==> config.mk <==
export PLATFORM = sky130hd
export DESIGN_NAME = exec_regfile_alu
export DESIGN_NICKNAME = d
export VERILOG_FILES = /design/src/rtl/exec_pkg.sv /design/src/rtl/exec_regbank.sv /design/src/rtl/exec_alu.sv /design/src/rtl/exec_flags.sv /design/src/rtl/exec_regfile_alu.sv
export SDC_FILE = /design/constraint.sdc
export NUM_CORES = 1
export LEC_CHECK = 0
export BUFFER_PORTS_ARGS = -buffer_cell sky130_fd_sc_hd__buf_2
export CORE_MARGIN = 2
export CORE_UTILIZATION = 30
export DETAILED_ROUTE_END_ITERATION = 10
export HOLD_SLACK_MARGIN = 0.03
export SYNTH_ARGS = -nofsm -noshare
export SYNTH_HDL_FRONTEND = slang
export SYNTH_SLANG_ARGS = --single-unit
==> constraint.sdc <==
create_clock -name clk -period 8.55 [get_ports clk]
set_input_delay 1.71 -clock clk [delete_from_list [all_inputs] [get_ports clk]]
set_output_delay 1.71 -clock clk [all_outputs]
set_load 0.1 [all_outputs]
==> src/rtl/exec_pkg.sv <==
package exec_pkg;

  localparam int unsigned OP_W = 4;

  typedef enum logic [OP_W-1:0] {
    OP_ADD = 4'd0,
    OP_SUB = 4'd1,
    OP_SHL = 4'd2,
    OP_SHR = 4'd3,
    OP_AND = 4'd4,
    OP_OR  = 4'd5,
    OP_XOR = 4'd6,
    OP_MUL = 4'd7
  } alu_op_e;

  localparam int unsigned LEGAL_OPS = 8;

endpackage

==> src/rtl/exec_regbank.sv <==
module exec_regbank #(
  parameter int unsigned DATA_W   = 16,
  parameter int unsigned REG_CNT  = 8,
  parameter int unsigned RD_PORTS = 4,
  localparam int unsigned AW = $clog2(REG_CNT)
) (
  input  logic                             clk,
  input  logic                             rst,
  input  logic                             wr_en,
  input  logic [AW-1:0]                    wr_addr,
  input  logic [DATA_W-1:0]                wr_data,
  input  logic [RD_PORTS-1:0][AW-1:0]      rd_addr,
  output logic [RD_PORTS-1:0][DATA_W-1:0]  rd_data
);

  localparam int unsigned LOW_CONST  = 0;
  localparam int unsigned HIGH_CONST = REG_CNT - 1;

  logic [DATA_W-1:0] regs_q [REG_CNT];

  // Constant slots are wired; the general ones are flops with their own enable.
  for (genvar g = 0; g < REG_CNT; g++) begin : g_slot
    if (g == LOW_CONST) begin : g_zero
      assign regs_q[g] = '0;
    end else if (g == HIGH_CONST) begin : g_ones
      assign regs_q[g] = '1;
    end else begin : g_gen
      logic hit;
      assign hit = wr_en && (wr_addr == AW'(g));
      always_ff @(posedge clk) begin
        if (rst) begin
          regs_q[g] <= '0;
        end else if (hit) begin
          regs_q[g] <= wr_data;
        end
      end
    end
  end

  for (genvar p = 0; p < RD_PORTS; p++) begin : g_rd
    assign rd_data[p] = regs_q[rd_addr[p]];
  end

endmodule

==> src/rtl/exec_alu.sv <==
module exec_alu
  import exec_pkg::*;
#(
  parameter int unsigned DATA_W = 16
) (
  input  logic [OP_W-1:0]   op,
  input  logic [DATA_W-1:0] lhs,
  input  logic [DATA_W-1:0] rhs,
  output logic [DATA_W-1:0] result,
  output logic              carry_out,
  output logic              carry_upd,
  output logic              legal
);

  localparam int unsigned SHW = $clog2(DATA_W);

  logic [DATA_W:0]     sum_ext;
  logic [DATA_W:0]     dif_ext;
  logic [2*DATA_W-1:0] prod;
  logic                shift_big;

  assign sum_ext   = {1'b0, lhs} + {1'b0, rhs};
  assign dif_ext   = {1'b0, lhs} - {1'b0, rhs};
  assign prod      = lhs * rhs;
  assign shift_big = |rhs[DATA_W-1:SHW];

  always_comb begin
    result    = '0;
    carry_out = 1'b0;
    carry_upd = 1'b0;
    legal     = 1'b1;
    unique case (op)
      OP_ADD: begin
        result    = sum_ext[DATA_W-1:0];
        carry_out = sum_ext[DATA_W];
        carry_upd = 1'b1;
      end
      OP_SUB: begin
        result    = dif_ext[DATA_W-1:0];
        carry_out = dif_ext[DATA_W];
        carry_upd = 1'b1;
      end
      OP_SHL: result = shift_big ? '0 : (lhs << rhs[SHW-1:0]);
      OP_SHR: result = shift_big ? '0 : (lhs >> rhs[SHW-1:0]);
      OP_AND: result = lhs & rhs;
      OP_OR:  result = lhs | rhs;
      OP_XOR: result = lhs ^ rhs;
      OP_MUL: result = prod[DATA_W-1:0];
      default: legal = 1'b0;
    endcase
  end

endmodule

==> src/rtl/exec_flags.sv <==
module exec_flags #(
  parameter int unsigned DATA_W = 16
) (
  input  logic              clk,
  input  logic              rst,
  input  logic              take,
  input  logic              legal,
  input  logic [DATA_W-1:0] result,
  input  logic              carry_upd,
  input  logic              carry_in,
  output logic              zero_q,
  output logic              carry_q,
  output logic              err_q
);

  logic commit;
  assign commit = take && legal;

  always_ff @(posedge clk) begin
    if (rst) begin
      zero_q  <= 1'b0;
      carry_q <= 1'b0;
      err_q   <= 1'b0;
    end else begin
      err_q <= take && !legal;
      if (commit) begin
        zero_q <= (result == '0);
        if (carry_upd) begin
          carry_q <= carry_in;
        end
      end
    end
  end

endmodule

==> src/rtl/exec_regfile_alu.sv <==
module exec_regfile_alu
  import exec_pkg::*;
#(
  parameter int unsigned DATA_W  = 16,
  parameter int unsigned REG_CNT = 8,
  localparam int unsigned AW = $clog2(REG_CNT)
) (
  input  logic              clk,
  input  logic              rst,
  input  logic              in_valid,
  output logic              in_ready,
  input  logic [OP_W-1:0]   in_op,
  input  logic              in_use_imm,
  input  logic [AW-1:0]     in_dst,
  input  logic [AW-1:0]     in_src_a,
  input  logic [AW-1:0]     in_src_b,
  input  logic [DATA_W-1:0] in_imm,
  output logic              flag_zero,
  output logic              flag_carry,
  output logic              op_error,
  input  logic [AW-1:0]     rd0_addr,
  output logic [DATA_W-1:0] rd0_data,
  input  logic [AW-1:0]     rd1_addr,
  output logic [DATA_W-1:0] rd1_data
);

  localparam int unsigned RD_PORTS = 4;
  localparam int unsigned P_LHS = 0;
  localparam int unsigned P_RHS = 1;
  localparam int unsigned P_EX0 = 2;
  localparam int unsigned P_EX1 = 3;

  logic                            take;
  logic [RD_PORTS-1:0][AW-1:0]     rd_addr;
  logic [RD_PORTS-1:0][DATA_W-1:0] rd_data;
  logic [DATA_W-1:0]               rhs;
  logic [DATA_W-1:0]               result;
  logic                            carry_out;
  logic                            carry_upd;
  logic                            legal;

  assign in_ready = !rst;
  assign take     = in_valid && in_ready;

  assign rd_addr[P_LHS] = in_src_a;
  assign rd_addr[P_RHS] = in_src_b;
  assign rd_addr[P_EX0] = rd0_addr;
  assign rd_addr[P_EX1] = rd1_addr;

  assign rhs      = in_use_imm ? in_imm : rd_data[P_RHS];
  assign rd0_data = rd_data[P_EX0];
  assign rd1_data = rd_data[P_EX1];

  exec_regbank #(
    .DATA_W   (DATA_W),
    .REG_CNT  (REG_CNT),
    .RD_PORTS (RD_PORTS)
  ) u_bank (
    .clk     (clk),
    .rst     (rst),
    .wr_en   (take && legal),
    .wr_addr (in_dst),
    .wr_data (result),
    .rd_addr (rd_addr),
    .rd_data (rd_data)
  );

  exec_alu #(
    .DATA_W (DATA_W)
  ) u_alu (
    .op        (in_op),
    .lhs       (rd_data[P_LHS]),
    .rhs       (rhs),
    .result    (result),
    .carry_out (carry_out),
    .carry_upd (carry_upd),
    .legal     (legal)
  );

  exec_flags #(
    .DATA_W (DATA_W)
  ) u_flags (
    .clk       (clk),
    .rst       (rst),
    .take      (take),
    .legal     (legal),
    .result    (result),
    .carry_upd (carry_upd),
    .carry_in  (carry_out),
    .zero_q    (flag_zero),
    .carry_q   (flag_carry),
    .err_q     (op_error)
  );

endmodule

== Word-level counts from Yosys, hierarchy flattened ==
Index checks and enable logic that the tools add are counted.
Widths: inputs -> output; s select.

* $add $sub $neg: 2
* Multipliers: 1
* Magnitude comparators: 4
* Eq/ne operators: 13
* Shift operators: 2
* Mux-type cells: 19
* Bitwise logic cells: 7
* Reductions and logical operators: 17

{| class="wikitable"
|+ Operators with widths
! kind !! number
|-
| $bmux 16 s3 || 4
|-
| $mux 16 || 11
|-
| $pmux 16 s8 || 1
|-
| $add 16x16->17 || 1
|-
| $sub 16x16->17 || 1
|-
| $and 16x16->16 || 1
|-
| $eq 4x3->1 const B || 4
|-
| $ge 4x4->1 const B || 4
|-
| $logic_not 16->1 || 1
|-
| $mul 16x16->16 || 1
|-
| $not 3->4 || 4
|-
| $or 16x16->16 || 1
|-
| $shl 16x4->16 || 1
|-
| $shr 16x4->16 || 1
|-
| $xor 16x16->16 || 1
|-
| $reduce_or 12->1 || 1
|-
| $eq 3x3->1 const B || 3
|-
| $logic_and 1x1->1 || 9
|-
| $eq 4x2->1 const B || 2
|-
| $reduce_or 8->1 || 1
|-
| $eq 3x2->1 const B || 2
|-
| $eq 4x1->1 const B || 1
|-
| $logic_not 4->1 || 1
|-
| $eq 3x1->1 const B || 1
|-
| 5 further kinds || 7
|}

* Register bits after elaboration: 99
* Input port bits: 39
* Output and inout bits: 36
* Logic and storage cells: 74

== Longest topological paths before layout ==
* Depth in word-level cells: 9
* Gate-level depth with buffers: 32
* Mapped depth without buffers: 27

== Cells and area by module ==
A second synthesis with hierarchy kept.

* Cells, all modules: 1,851
* Area, all modules: 14,293.7 µm²

{| class="wikitable"
|+ By module, submodules not included
! module !! instances !! cells an instance !! area an instance (µm²) !! sequential area each (µm²)
|-
| exec_alu || 1 || 996 || 7,155.6 || 0.0
|-
| exec_regbank || 1 || 820 || 6,732.7 || 1,921.8
|-
| exec_regfile_alu || 1 || 21 || 267.8 || 0.0
|-
| exec_flags || 1 || 14 || 137.6 || 60.1
|}

== Worst setup path after synthesis ==
No wires, ideal clock.

* Path type: input to register
* Start point: input in_src_b[1]
* End point: register u_flags.zero_q
* Library setup time: 84 ps
* Arrival time: 8,271 ps
* Data required time: 8,466 ps
* Path slack: 195 ps
* Stages: 28
* Buffers on the path: 4
* Path through: buf_6 -> buf_6 -> mux2_1 -> a32oi_1 -> o221a_2 -> buf_1 -> clkbuf_1 -> nor2_1 -> fa_1 -> inv_1 -> fa_1 -> fa_1 -> fa_1 -> inv_1 -> fa_1 -> inv_1 -> fa_1 -> inv_1 -> ha_1 -> and3_1 -> nand3_1 -> and4_1 -> or3_1 -> xnor2_1 -> nand2_1 -> o211ai_1 -> nand3b_1 -> o31ai_2

* Word-level cells in the longest chain between the ends: 9
* Elaborated cells on any way between the ends: 18
* Classes of those cells: add/sub (2); mul (1); shift (2); mux (7); bitwise (4); reduce/logical (2)

{| class="wikitable"
|+ RTL lines
! element !! RTL line !! text
|-
| start, declared || exec_regfile_alu.sv:16 || <nowiki>input logic [AW-1:0] in_src_b,</nowiki>
|-
| $not 3->4 (not written as such) * || exec_regbank.sv:41 || <nowiki>assign rd_data[p] = regs_q[rd_addr[p]];</nowiki>
|-
| $bmux 16 s3 * || exec_regbank.sv:41 ||
|-
| $mux 16 (not written as such) * (2 in a row) || exec_regbank.sv:41 ||
|-
| $mux 16 * || exec_regfile_alu.sv:50 || <nowiki>assign rhs = in_use_imm ? in_imm : rd_data[P_RHS];</nowiki>
|-
| parallel branches: the longest is 2 deep, another holds $mul 16x16->16 || - ||
|-
| $pmux 16 s8 * || exec_alu.sv:32 || <nowiki>unique case (op)</nowiki>
|-
| $logic_not 16->1 * || exec_flags.sv:27 || <nowiki>zero_q <= (result == '0);</nowiki>
|-
| end signal, assigned || exec_flags.sv:27 ||
|-
| end, declared || exec_flags.sv:11 || <nowiki>output logic zero_q,</nowiki>
|}

Every way passes the cells marked *. The select of a mux whose other input is x is not followed.
A chain may end at the register's enable or synchronous reset.

== Final worst setup path ==
* Start point: input in_src_b[1]
* End point: register u_bank.regs_q[78] (netlist bit)

* Word-level cells in the longest chain between the ends: 8
* Elaborated cells on any way between the ends: 17
* Classes of those cells: add/sub (2); mul (1); shift (2); mux (7); bitwise (4); reduce/logical (1)

{| class="wikitable"
|+ RTL lines
! element !! RTL line !! text
|-
| $not 3->4 (not written as such) * || exec_regbank.sv:41 ||
|-
| $bmux 16 s3 * || exec_regbank.sv:41 ||
|-
| $mux 16 (not written as such) * (2 in a row) || exec_regbank.sv:41 ||
|-
| $mux 16 * || exec_regfile_alu.sv:50 ||
|-
| parallel branches: the longest is 2 deep, another holds $mul 16x16->16 || - ||
|-
| $pmux 16 s8 * || exec_alu.sv:32 ||
|-
| end signal, assigned by index || exec_regbank.sv:34 || <nowiki>regs_q[g] <= wr_data;</nowiki>
|-
| end, declared || exec_regbank.sv:19 || <nowiki>logic [DATA_W-1:0] regs_q [REG_CNT];</nowiki>
|}

Marked as above.

==> qor.csv <==
metric,value,unit
Post-CTS Setup Bufs,0,
# fillers,4958,
period utilization,96.4,%
Cell Rows,79,
"Reg clk slew, reported paths",0.07,ns
outcome,"finished, violations left",
Ports,75,
Least-Margin Pin Slew,1.24,ns
synthesis-stage register bit count,99,
die width,222,um
ANT nets after route,0,
GRT Residual Overflow,0,
# hold bufs at CTS,0,
power per cell area,169,nW/um2
Setup WS post-layout,0.310,ns
min-delay worst type,flop to flop,
cts repair resizes,0,
CTS sink cnt,99,
Port Buffers,74,
maximum fanout along the worst path,9,
Detailed Route WL,60.1,mm
"top cells by area, synth","dfxtp_1, fa_1, ha_1",
share of layout cells above drive strength 1,21.3,%
initial antenna violation count,2,
Worst EP arrival,8.52,ns
min cycle time layout,8.24,ns
Tot Pwr,2.75,mW
mean post-synth cell area,7.82,um2
synthesized instance count,1816,
Max Clock Skew,0.0139,ns
"Clk Latency, worst-skew pair",0.37,ns
Setup Viol. Count Final,0,
Hold WS,0.517,ns
ANT cells,0,
Post-synth EDFFs,0,
Critical Path Sink Type,flop,
first-pass GRT wire length,91.6,mm
Post-Syn Nets,2036,
"Primary FF master, synth",dfxtp_1,
routability congestion estimate,0.991,
Num CTS Buffers,9,
H-tree levels,3,
Max Freq,0.121,GHz
DR WL/cell,23.7,um
WP data required,8.83,ns
drt first pass iters,8,
post-synthesis cell area,14200,um2
Critical Path Start Type,input port,
Worst VDD drop,0.128,mV
CTS root buf,clkbuf_16,
vias in the first global route,14800,
CTS tree,built,
"area leader, netlist",dfxtp_1,
Yosys top cell area share,14.0,%
setup TNS,0,ns
die area,49100,um2
yosys warns,0,
Layout Nets,2139,
number of DRC markers in iteration 0,1604,
multi-input logic area,11000,um2
largest net degree at the start of global routing,99,
"Slew Viols, Final",0,
Core ar.,46700,um2
Final Hold Viols,0,
slew margin rel.,17.7,%
Setup WS pre-CTS,-0.0194,ns
register area,1980,um2
failing checks,design-rule violations,
gr usage total,24.1,%
Layout area overhead,14.7,%
Post-DP HPWL,45.8,mm
detailed-route via count,14900,
RSZ-0062 raised after global routing,no,
number of remaining DRC errors,11,
leakage,6.95,nW
clock buffer depth,2,
Via density,5.89,
Yosys cell types,87,
CP Class,input port to flop,
Starting Density,30.4,%
ys async rst share,0,%
Max-Cap Viols,0,
register area share after synthesis,14.0,%
Die Y,222,um
[logic make-up (layout without fill, tap and decap cells)]
kind of cell / after synthesis / after routing / synth area share (%)
AO/OA/AOI/OAI: 478 / 478 / 23.9
AND/OR/NAND/NOR: 542 / 542 / 16.6
multiplexers: 167 / 167 / 13.3
buffers and inverters: 301 / 409 / 8.84
adder cells (fa/ha/maj): 181 / 181 / 20.2
XOR/XNOR: 48 / 48 / 3.15
flip-flops: 99 / 99 / 14.0
[per-layer routing]
layer | part of all wire (%) | track usage (%) | vias up
met4 | 5.5 | 12.8 | 2
met2 | 45 | 39.2 | 794
met3 | 7.5 | 3.56 | 186
met1 | 41 | 30.9 | 7232
li1 | - | - | 6695
met5 | 0.025 | 0 | -
[metrics by stage]
| step | instances | util (%) | cell area [um2] |
|---|---|---|---|
| 2_1_floorplan | 1816 | - | 14200 |
| 3_3_place_gp | 2515 | 34.2 | 16000 |
| 3_5_place_dp | 2515 | 34.2 | 16000 |
| 4_1_cts | 2531 | 34.9 | 16300 |
| 5_1_grt | 2531 | 34.9 | 16300 |
| 6_report | 2531 | 34.9 | 16300 |
[final cells by class]
| cell class | count | share of cell area, % |
|---|---|---|
| Sequential cell | 99 | 12.2 |
| Inverter | 167 | 3.87 |
| Multi-Input combinational cell | 1416 | 67.5 |
| Timing Repair Buffer | 226 | 9.89 |
| Clock buffer | 9 | 1.38 |
| Tap cell | 607 | 4.66 |
| Clock inverter | 7 | 0.507 |
[cells in the mapped netlist, types with 7 or more instances]
cell and instances:
nor2_1 256, inv_1 154, nand2_1 133, a21oi_1 109, mux2_2 103, ha_1 100, dfxtp_1 99, clkbuf_1 88
fa_1 81, o22ai_1 67, nor3_1 66, a211oi_1 54, a221oi_1 52, o21ai_0 45, xnor2_1 41, mux2i_1 33
mux2_1 25, buf_2 24, nor2b_1 16, o221ai_1 16, a32oi_1 15, nand2b_1 13, o211ai_1 13, nand3_1 12
inv_2 11, a31oi_1 10, buf_1 9, or3_1 9, a21oi_2 8, a221oi_2 8, buf_6 8, a21o_1 7
[state kept, by name, indices dropped and copies added (netlist names)]
signal,cells
u_bank.regs_q,96
u_flags.carry_q,1
u_flags.err_q,1
u_flags.zero_q,1
[cell usage in the layout, fill, tap and decap left out, drive strengths merged, types with 7 or more instances in the layout]
master	n
o211ai	16
a211oi	56
clkbuf	9
mux2i	33
a21o	7
ha	100
or2	7
nand2	133
a21oi	117
o22ai	68
nor2b	16
inv	169
nor2	257
nor3	66
a31oi	10
buf	226
fa	81
xnor2	41
mux2	130
nand3	12
dfxtp	99
o21ai	49
o221ai	16
a32oi	15
nand2b	13
a221oi	60
or3	9
[report_power, final]
part           switching (mW)  internal (mW)  total [mW]  leakage, nW
combinational            1.10          0.737        1.83         6.01
clock                   0.209          0.232       0.441        0.145
sequential            0.00828          0.467       0.475        0.799
total                    1.31           1.43        2.75         6.95
[critical path: stages]
cell	delay [ns]
buf_2	0.17
buf_4	0.20
mux2_1	0.33
o22ai_1	0.13
a311o_1	0.35
buf_4	0.23
nor2_1	0.07
fa_1	0.50
inv_1	0.05
fa_1	0.54
fa_1	0.46
fa_1	0.56
inv_1	0.05
fa_1	0.49
inv_1	0.05
fa_1	0.47
inv_1	0.05
ha_1	0.33
and3_1	0.16
nand3_1	0.09
and4_1	0.17
or3_1	0.41
xnor2_2	0.16
nand2_1	0.16
o211ai_1	0.24
buf_4	0.19
nor2_1	0.05
nor3_1	0.16
[worst paths after layout]
kind / startpoint / to / slack (ns) / depth (start not counted)
min reg2reg: u_flags.carry_q / u_flags.carry_q / 0.52 / 2
max reg2reg: u_bank.regs_q[20] / u_bank.regs_q[78] / 1.62 / 26
min: u_flags.carry_q / u_flags.carry_q / 0.52 / 2
max: in_src_b[1] / u_bank.regs_q[78] / 0.31 / 28
No activity file was read; power rests on OpenSTA's default activity.
